### src/rtl/cond_pkg.sv
package cond_pkg;
  localparam int unsigned DIV_RATIO_DEF = 3;
  localparam int unsigned HIGH_CYC_DEF  = 1;
  localparam int unsigned RST_CLKS_DEF  = 5;
  localparam int unsigned NUM_RDY_DEF   = 2;
  localparam int unsigned SYNC_DEPTH    = 2;
  localparam int unsigned RDY_STAGES    = 2;
endpackage

### src/rtl/rst_sync.sv
module rst_sync #(
  parameter int unsigned DEPTH = cond_pkg::SYNC_DEPTH
) (
  input  logic osc_clk_i,
  input  logic rst_ni,
  output logic run_o
);
  logic [DEPTH-1:0] sync_q;

  always_ff @(posedge osc_clk_i or negedge rst_ni) begin
    if (!rst_ni) sync_q <= '0;
    else         sync_q <= {sync_q[DEPTH-2:0], 1'b1};
  end

  assign run_o = sync_q[DEPTH-1];


  sync_mono_chk: assert property (@(posedge osc_clk_i) disable iff (!rst_ni)
    run_o |=> run_o);
endmodule

### src/rtl/clk_div.sv
module clk_div #(
  parameter int unsigned DIV_RATIO = cond_pkg::DIV_RATIO_DEF,
  parameter int unsigned HIGH_CYC  = cond_pkg::HIGH_CYC_DEF
) (
  input  logic osc_clk_i,
  input  logic rst_ni,
  input  logic run_i,
  output logic clk_o,
  output logic rise_o
);
  localparam int unsigned CW = (DIV_RATIO > 1) ? $clog2(DIV_RATIO) : 1;
  localparam logic [CW-1:0] LAST = CW'(DIV_RATIO - 1);

  logic [CW-1:0] cnt_q, cnt_nxt;
  logic          clk_q;

  assign cnt_nxt = (cnt_q == LAST) ? '0 : cnt_q + 1'b1;
  // high phase begins on the wrap to state 0
  assign rise_o  = run_i && (cnt_q == LAST);

  always_ff @(posedge osc_clk_i or negedge rst_ni) begin
    if (!rst_ni) begin
      cnt_q <= '0;
      clk_q <= 1'b0;
    end else if (run_i) begin
      cnt_q <= cnt_nxt;
      clk_q <= (cnt_nxt < CW'(HIGH_CYC));
    end
  end

  assign clk_o = clk_q;


  cnt_range_chk: assert property (@(posedge osc_clk_i) disable iff (!rst_ni)
    cnt_q <= LAST);

  generate
    if (HIGH_CYC == 1) begin : g_hi1

      clk_hi_one_chk: assert property (@(posedge osc_clk_i) disable iff (!rst_ni)
        clk_q |=> !clk_q);
    end
    if (DIV_RATIO - HIGH_CYC >= 2) begin : g_lo2

      clk_lo_two_chk: assert property (@(posedge osc_clk_i) disable iff (!rst_ni)
        $fell(clk_q) |=> !clk_q);
    end
  endgenerate


  clk_idle_chk: assert property (@(posedge osc_clk_i) disable iff (!rst_ni)
    !run_i |-> !clk_q);
endmodule

### src/rtl/rst_stretch.sv
module rst_stretch #(
  parameter int unsigned RST_CLKS = cond_pkg::RST_CLKS_DEF
) (
  input  logic osc_clk_i,
  input  logic rst_ni,
  input  logic rise_i,
  output logic reset_o
);
  localparam int unsigned RCW = $clog2(RST_CLKS + 1);

  logic [RCW-1:0] cnt_q;
  logic           reset_q;

  always_ff @(posedge osc_clk_i or negedge rst_ni) begin
    if (!rst_ni) begin
      reset_q <= 1'b1;
      cnt_q   <= '0;
    end else if (reset_q && rise_i) begin
      // release on the rise after RST_CLKS counted rises
      if (cnt_q == RCW'(RST_CLKS)) reset_q <= 1'b0;
      else                         cnt_q   <= cnt_q + 1'b1;
    end
  end

  assign reset_o = reset_q;


  rst_rel_on_rise_chk: assert property (@(posedge osc_clk_i) disable iff (!rst_ni)
    $fell(reset_q) |-> $past(rise_i));


  rst_stay_low_chk: assert property (@(posedge osc_clk_i) disable iff (!rst_ni)
    !reset_q |=> !reset_q);
endmodule

### src/rtl/rdy_sync.sv
module rdy_sync #(
  parameter int unsigned NUM_RDY = cond_pkg::NUM_RDY_DEF,
  parameter int unsigned STAGES  = cond_pkg::RDY_STAGES
) (
  input  logic               osc_clk_i,
  input  logic               rst_ni,
  input  logic               rise_i,
  input  logic [NUM_RDY-1:0] rdy_i,
  input  logic [NUM_RDY-1:0] rdy_en_ni,
  output logic               rdy_o
);
  logic              merged;
  logic [STAGES-1:0] stg_q;

  assign merged = |(rdy_i & ~rdy_en_ni);

  generate
    for (genvar s = 0; s < STAGES; s++) begin : g_stg
      logic d;
      if (s == 0) begin : g_first
        assign d = merged;
      end else begin : g_next
        assign d = stg_q[s-1];
      end
      always_ff @(posedge osc_clk_i or negedge rst_ni) begin
        if (!rst_ni)     stg_q[s] <= 1'b0;
        else if (rise_i) stg_q[s] <= d;
      end
    end
  endgenerate

  assign rdy_o = stg_q[STAGES-1];


  rdy_on_rise_chk: assert property (@(posedge osc_clk_i) disable iff (!rst_ni)
    !$stable(rdy_o) |-> $past(rise_i));


  rdy_hold_chk: assert property (@(posedge osc_clk_i) disable iff (!rst_ni)
    !rise_i |=> $stable(stg_q));
endmodule

### src/rtl/clk_rst_rdy_cond.sv
module clk_rst_rdy_cond #(
  parameter int unsigned DIV_RATIO = cond_pkg::DIV_RATIO_DEF,
  parameter int unsigned HIGH_CYC  = cond_pkg::HIGH_CYC_DEF,
  parameter int unsigned RST_CLKS  = cond_pkg::RST_CLKS_DEF,
  parameter int unsigned NUM_RDY   = cond_pkg::NUM_RDY_DEF
) (
  input  logic               osc_clk_i,
  input  logic               rst_ni,
  input  logic [NUM_RDY-1:0] rdy_i,
  input  logic [NUM_RDY-1:0] rdy_en_ni,
  output logic               clk_o,
  output logic               reset_o,
  output logic               rdy_o
);
  logic run;
  logic rise;

  rst_sync #(.DEPTH(cond_pkg::SYNC_DEPTH)) u_sync (
    .osc_clk_i(osc_clk_i),
    .rst_ni   (rst_ni),
    .run_o    (run)
  );

  clk_div #(.DIV_RATIO(DIV_RATIO), .HIGH_CYC(HIGH_CYC)) u_div (
    .osc_clk_i(osc_clk_i),
    .rst_ni   (rst_ni),
    .run_i    (run),
    .clk_o    (clk_o),
    .rise_o   (rise)
  );

  rst_stretch #(.RST_CLKS(RST_CLKS)) u_rst (
    .osc_clk_i(osc_clk_i),
    .rst_ni   (rst_ni),
    .rise_i   (rise),
    .reset_o  (reset_o)
  );

  rdy_sync #(.NUM_RDY(NUM_RDY), .STAGES(cond_pkg::RDY_STAGES)) u_rdy (
    .osc_clk_i(osc_clk_i),
    .rst_ni   (rst_ni),
    .rise_i   (rise),
    .rdy_i    (rdy_i),
    .rdy_en_ni(rdy_en_ni),
    .rdy_o    (rdy_o)
  );


  rdy_in_reset_chk: assert property (@(posedge osc_clk_i) disable iff (!rst_ni)
    (reset_o && !clk_o && !run) |-> !rdy_o);


  rst_while_clk_chk: assert property (@(posedge osc_clk_i) disable iff (!rst_ni)
    !run |-> reset_o);
endmodule

### config.mk
export PLATFORM = sky130hd
export DESIGN_NAME = clk_rst_rdy_cond
export DESIGN_NICKNAME = d
export VERILOG_FILES = /design/src/rtl/cond_pkg.sv /design/src/rtl/rst_sync.sv /design/src/rtl/clk_div.sv /design/src/rtl/rst_stretch.sv /design/src/rtl/rdy_sync.sv /design/src/rtl/clk_rst_rdy_cond.sv
export SDC_FILE = /design/constraint.sdc
export NUM_CORES = 1
export LEC_CHECK = 0
export CAP_MARGIN = 5
export CORE_AREA = 2 2 39 41
export DETAILED_ROUTE_END_ITERATION = 8
export DIE_AREA = 0 0 41 43
export GPL_ROUTABILITY_DRIVEN = 0
export PLACE_DENSITY = 0.57
export SLEW_MARGIN = 20
export SYNTH_ARGS = -nofsm -noshare
export SYNTH_HDL_FRONTEND = slang
export SYNTH_SLANG_ARGS = --single-unit
export TNS_END_PERCENT = 50
### constraint.sdc
create_clock -name osc_clk_i -period 1.1 [get_ports osc_clk_i]
set_clock_uncertainty 0.05 [all_clocks]
set_input_delay 0.165 -clock osc_clk_i [delete_from_list [all_inputs] [get_ports osc_clk_i]]
set_output_delay 0.165 -clock osc_clk_i [all_outputs]
set_load 0.1 [all_outputs]
==> metrics.log <==
[metrics] latest clock arrival within the worst-skew pair: ~260 ps
[metrics] DRC violations left: 0
[metrics] Die Span X: between 40 and 50 um
[metrics] number of optimization iterations in the first detailed-route pass: 2
[metrics] chip height: around 43 um
[metrics] GR Util All Layers: about 14%
[metrics] count of pins on the block boundary: 9
[metrics] arrival time reported for the critical path endpoint: approximately 1100 ps
[metrics] count of H-tree levels built during CTS: 1
[metrics] number of cells produced by synthesis: 38
[metrics] syn_area_per_cell: roughly 12 sq um
[metrics] clk root buf: sky130_fd_sc_hd__clkbuf_4
[metrics] CTS buffer count: 3
[metrics] critical path required time: around 900 ps
[metrics] Setup-failing EPs final: 4
[metrics] WP buf/inv: 1
[metrics] total die area: 1760 sq um
[metrics] stage delay of the slowest cell on the critical path: 630 ps
[metrics] number of nets at the end of the flow: 67
[metrics] crit-path leading delay family: flip-flops
[metrics] number of max-slew violations in the final report: 0
[metrics] Synth-to-Final Area Change: 48.9%
[metrics] initial antenna violation count: 0
[metrics] Worst VDD drop: between 0.001 and 0.0015 V
[metrics] mapped cell area: ~470 sq um
[metrics] clock tree from TritonCTS: built
[metrics] Seq/Total Area, Yosys: between 50% and 60%
[metrics] cell area power density: ~1800 nW/um^2
[metrics] synthesized netlist net count: 46
[metrics] Floorplan Core Area: between 1000 and 1500 sq um
[metrics] Vias: between 300 and 400
[metrics] starting utilization of the core area: between 30 and 40%
[metrics] Sw Pwr: approximately 0.46 mW
[metrics] number of cell rows: 14
[metrics] count of different cell masters after synthesis: 19
[metrics] reg2reg path depth: 3
[metrics] violated checks: negative setup slack
[metrics] Critical Path Fanout Max: 2
[metrics] vias per cell: 4.51
[metrics] max frequency: 0.783 GHz
[metrics] number of cells on the critical path: 1
[metrics] cell type of the slowest stage on the worst timing path: sky130_fd_sc_hd__dfstp_4
[metrics] # Max-Cap Violations: 0
[metrics] via count of the first global-routing pass: roughly 400
[metrics] Hold Worst Slack: 139 ps
[metrics] fraction of layout instances using a drive strength above 1: 37.9%
[metrics] fraction of the cycle the final worst path needs: 116%
[metrics] 1st-iter DRT viols: 6
[metrics] Cells after DPL: between 60 and 70
[metrics] kind of launch point of the worst setup path: register
[metrics] kind of end point of the critical path: output pin
[metrics] Routed Antenna Nets: 0
[metrics] worst r2r src: u_rst.reset_o
[metrics] power share of the clock group: 21.0%
[metrics] average routed wire per standard cell: around 12 um
[metrics] antenna diode count: 0
[metrics] number of buffers inserted by hold repair at cts: 0
[metrics] setup repair after global routing missed its margin: true
[metrics] type of the tightest min-delay check: in -> async
[metrics] setup ws final: -178 ps
[metrics] clk sink count: 11
[metrics] minimum clock period after layout: between 1000 and 1500 ps
[metrics] commonest non-fill, non-tap cell in the layout: sky130_fd_sc_hd__dfrtp_1
[metrics] sum of routed wire length over all layers: slightly below 900 um
[metrics] clock transition at the registers of the reported paths: approximately 70 ps
[metrics] highest-count cells in the layout ignoring fill and taps: sky130_fd_sc_hd__dfrtp_1, sky130_fd_sc_hd__buf_4, sky130_fd_sc_hd__clkdlybuf4s50_1
[metrics] share of power burned in registers: a little over two fifths
[metrics] combinational group share of total power: 36.5%
[metrics] Internal: just under 0.8 mW
[metrics] switching share of total power: roughly 37%
[metrics] first-pass GRT wire length: about 1600 um
[metrics] final hold vios: 0
[metrics] Yosys warning total: 0
[metrics] Layout Cells excl Fill: 74
[metrics] register-to-register setup slack: -100 ps
[metrics] maximum number of pins on one net before global-route repair: 12
[metrics] total leakage power: 0.333 nW
[metrics] final HPWL from detailed placement: approximately 730 um
[metrics] cells traversed along the worst timing path: buf_12
[metrics] GRT overflow: 0
[metrics] reg2reg end: u_rst.cnt_q[2]
[metrics] number of port buffers: 8
[metrics] maximum clock path buffer count: 2
[metrics] Synth Register Bits: 11
[metrics] result of the run: complete, but fails checks
[metrics] Crit Path Class: reg -> out
-- final cells by class --
cell class	count	area, sq um
Multi-Input combinational cell	23	188
Sequential cell	11	282
Timing Repair Buffer	16	170
Tap cell	16	20.0
Clock buffer	4	26.3
Fill cell	131	683
Inverter	4	15.0
-- layer usage --
metal  global-route usage (%)  routed length, um  vias up
li1                         -                  -      164
met2                     26.3                545        8
met5                        0                  0        -
met1                     11.3                281      160
met4                     4.00                  4        0
met3                     6.81                 45        2
-- synthesized netlist by cell type --
master | count | area share, %
sky130_fd_sc_hd__mux2i_1 | 2 | 4.3
sky130_fd_sc_hd__dfrtp_1 | 10 | 53
sky130_fd_sc_hd__o21ai_0 | 1 | 1.1
sky130_fd_sc_hd__a221oi_1 | 1 | 1.9
sky130_fd_sc_hd__and3b_4 | 1 | 2.7
sky130_fd_sc_hd__inv_1 | 4 | 3.2
sky130_fd_sc_hd__conb_1 | 1 | 0.80
sky130_fd_sc_hd__dfstp_2 | 1 | 5.6
sky130_fd_sc_hd__nand2_1 | 4 | 3.2
sky130_fd_sc_hd__nand2b_1 | 1 | 1.3
sky130_fd_sc_hd__nand4_1 | 1 | 1.3
sky130_fd_sc_hd__or2b_1 | 1 | 1.6
sky130_fd_sc_hd__nor2_1 | 2 | 1.6
sky130_fd_sc_hd__nand3_4 | 1 | 3.7
sky130_fd_sc_hd__ha_1 | 2 | 5.3
sky130_fd_sc_hd__xnor2_1 | 2 | 3.7
sky130_fd_sc_hd__mux2_2 | 1 | 2.4
sky130_fd_sc_hd__nand3b_1 | 1 | 1.6
sky130_fd_sc_hd__o21a_1 | 1 | 1.6
-- flip-flops by register name (all words and copies together), names as in the netlist --
register / flops
u_rdy.g_stg.d: 1
u_div.clk_o: 1
u_rst.cnt_q: 3
u_div.cnt_q: 2
u_rst.reset_o: 1
u_sync.sync_q: 2
u_rdy.rdy_o: 1
-- metrics by stage --
stage	power [mW]	utilization [%]	TNS, ps	area [sq um]	setup slack (ps)
after global placement	0.975	47.0	-64.7	651	-49.9
after floorplan	0.796	-	-448	475	-146
after detailed placement	0.996	47.0	-338	651	-148
final	1.25	50.6	-334	701	-178
after global routing	1.30	50.6	-617	701	-206
after CTS	1.26	50.6	-383	701	-183
-- power by group through the flow --
stage               clock network (mW)  registers [mW]  logic [mW]
detailed placement                   0           0.539       0.457
finish                           0.262           0.531       0.455
CTS                              0.267           0.532       0.461
global route                     0.286           0.539       0.477
floorplan                            0           0.713      0.0832
global placement                     0           0.530       0.445
-- how the worst max path moves through the flow --
stage	start	end	slack, ps
final	u_rst.reset_o	reset_o	-180
after global routing	u_rst.reset_o	reset_o	-210
after CTS	u_rst.reset_o	reset_o	-180
after detailed placement	rdy_en_ni[0]	u_rdy.g_stg[1].d	-150
after global placement	rdy_en_ni[0]	u_rdy.g_stg[1].d	-50
after floorplan	u_rst.reset_o	u_rst.cnt_q[2]	-150
-- timing repair --
item,CTS,global route
resized for setup,3,0
setup buffers,2,0
endpoints found under the hold margin,0,0
setup endpoints to repair,6,7
-- cell families (layout without fill, tap and decap cells) --
kind of cell / Yosys count / after routing / share of synthesized area (%)
flip-flops: 11 / 11 / 58.8
adder cells (fa/ha/maj): 2 / 2 / 5.32
multiplexers: 3 / 3 / 6.65
buffers and inverters: 4 / 24 / 3.19
AO/OA/AOI/OAI: 3 / 3 / 4.52
XOR/XNOR: 2 / 2 / 3.72
other: 1 / 1 / 0.797
AND/OR/NAND/NOR: 12 / 12 / 17.0
No activity file was read; power rests on OpenSTA's default activity.
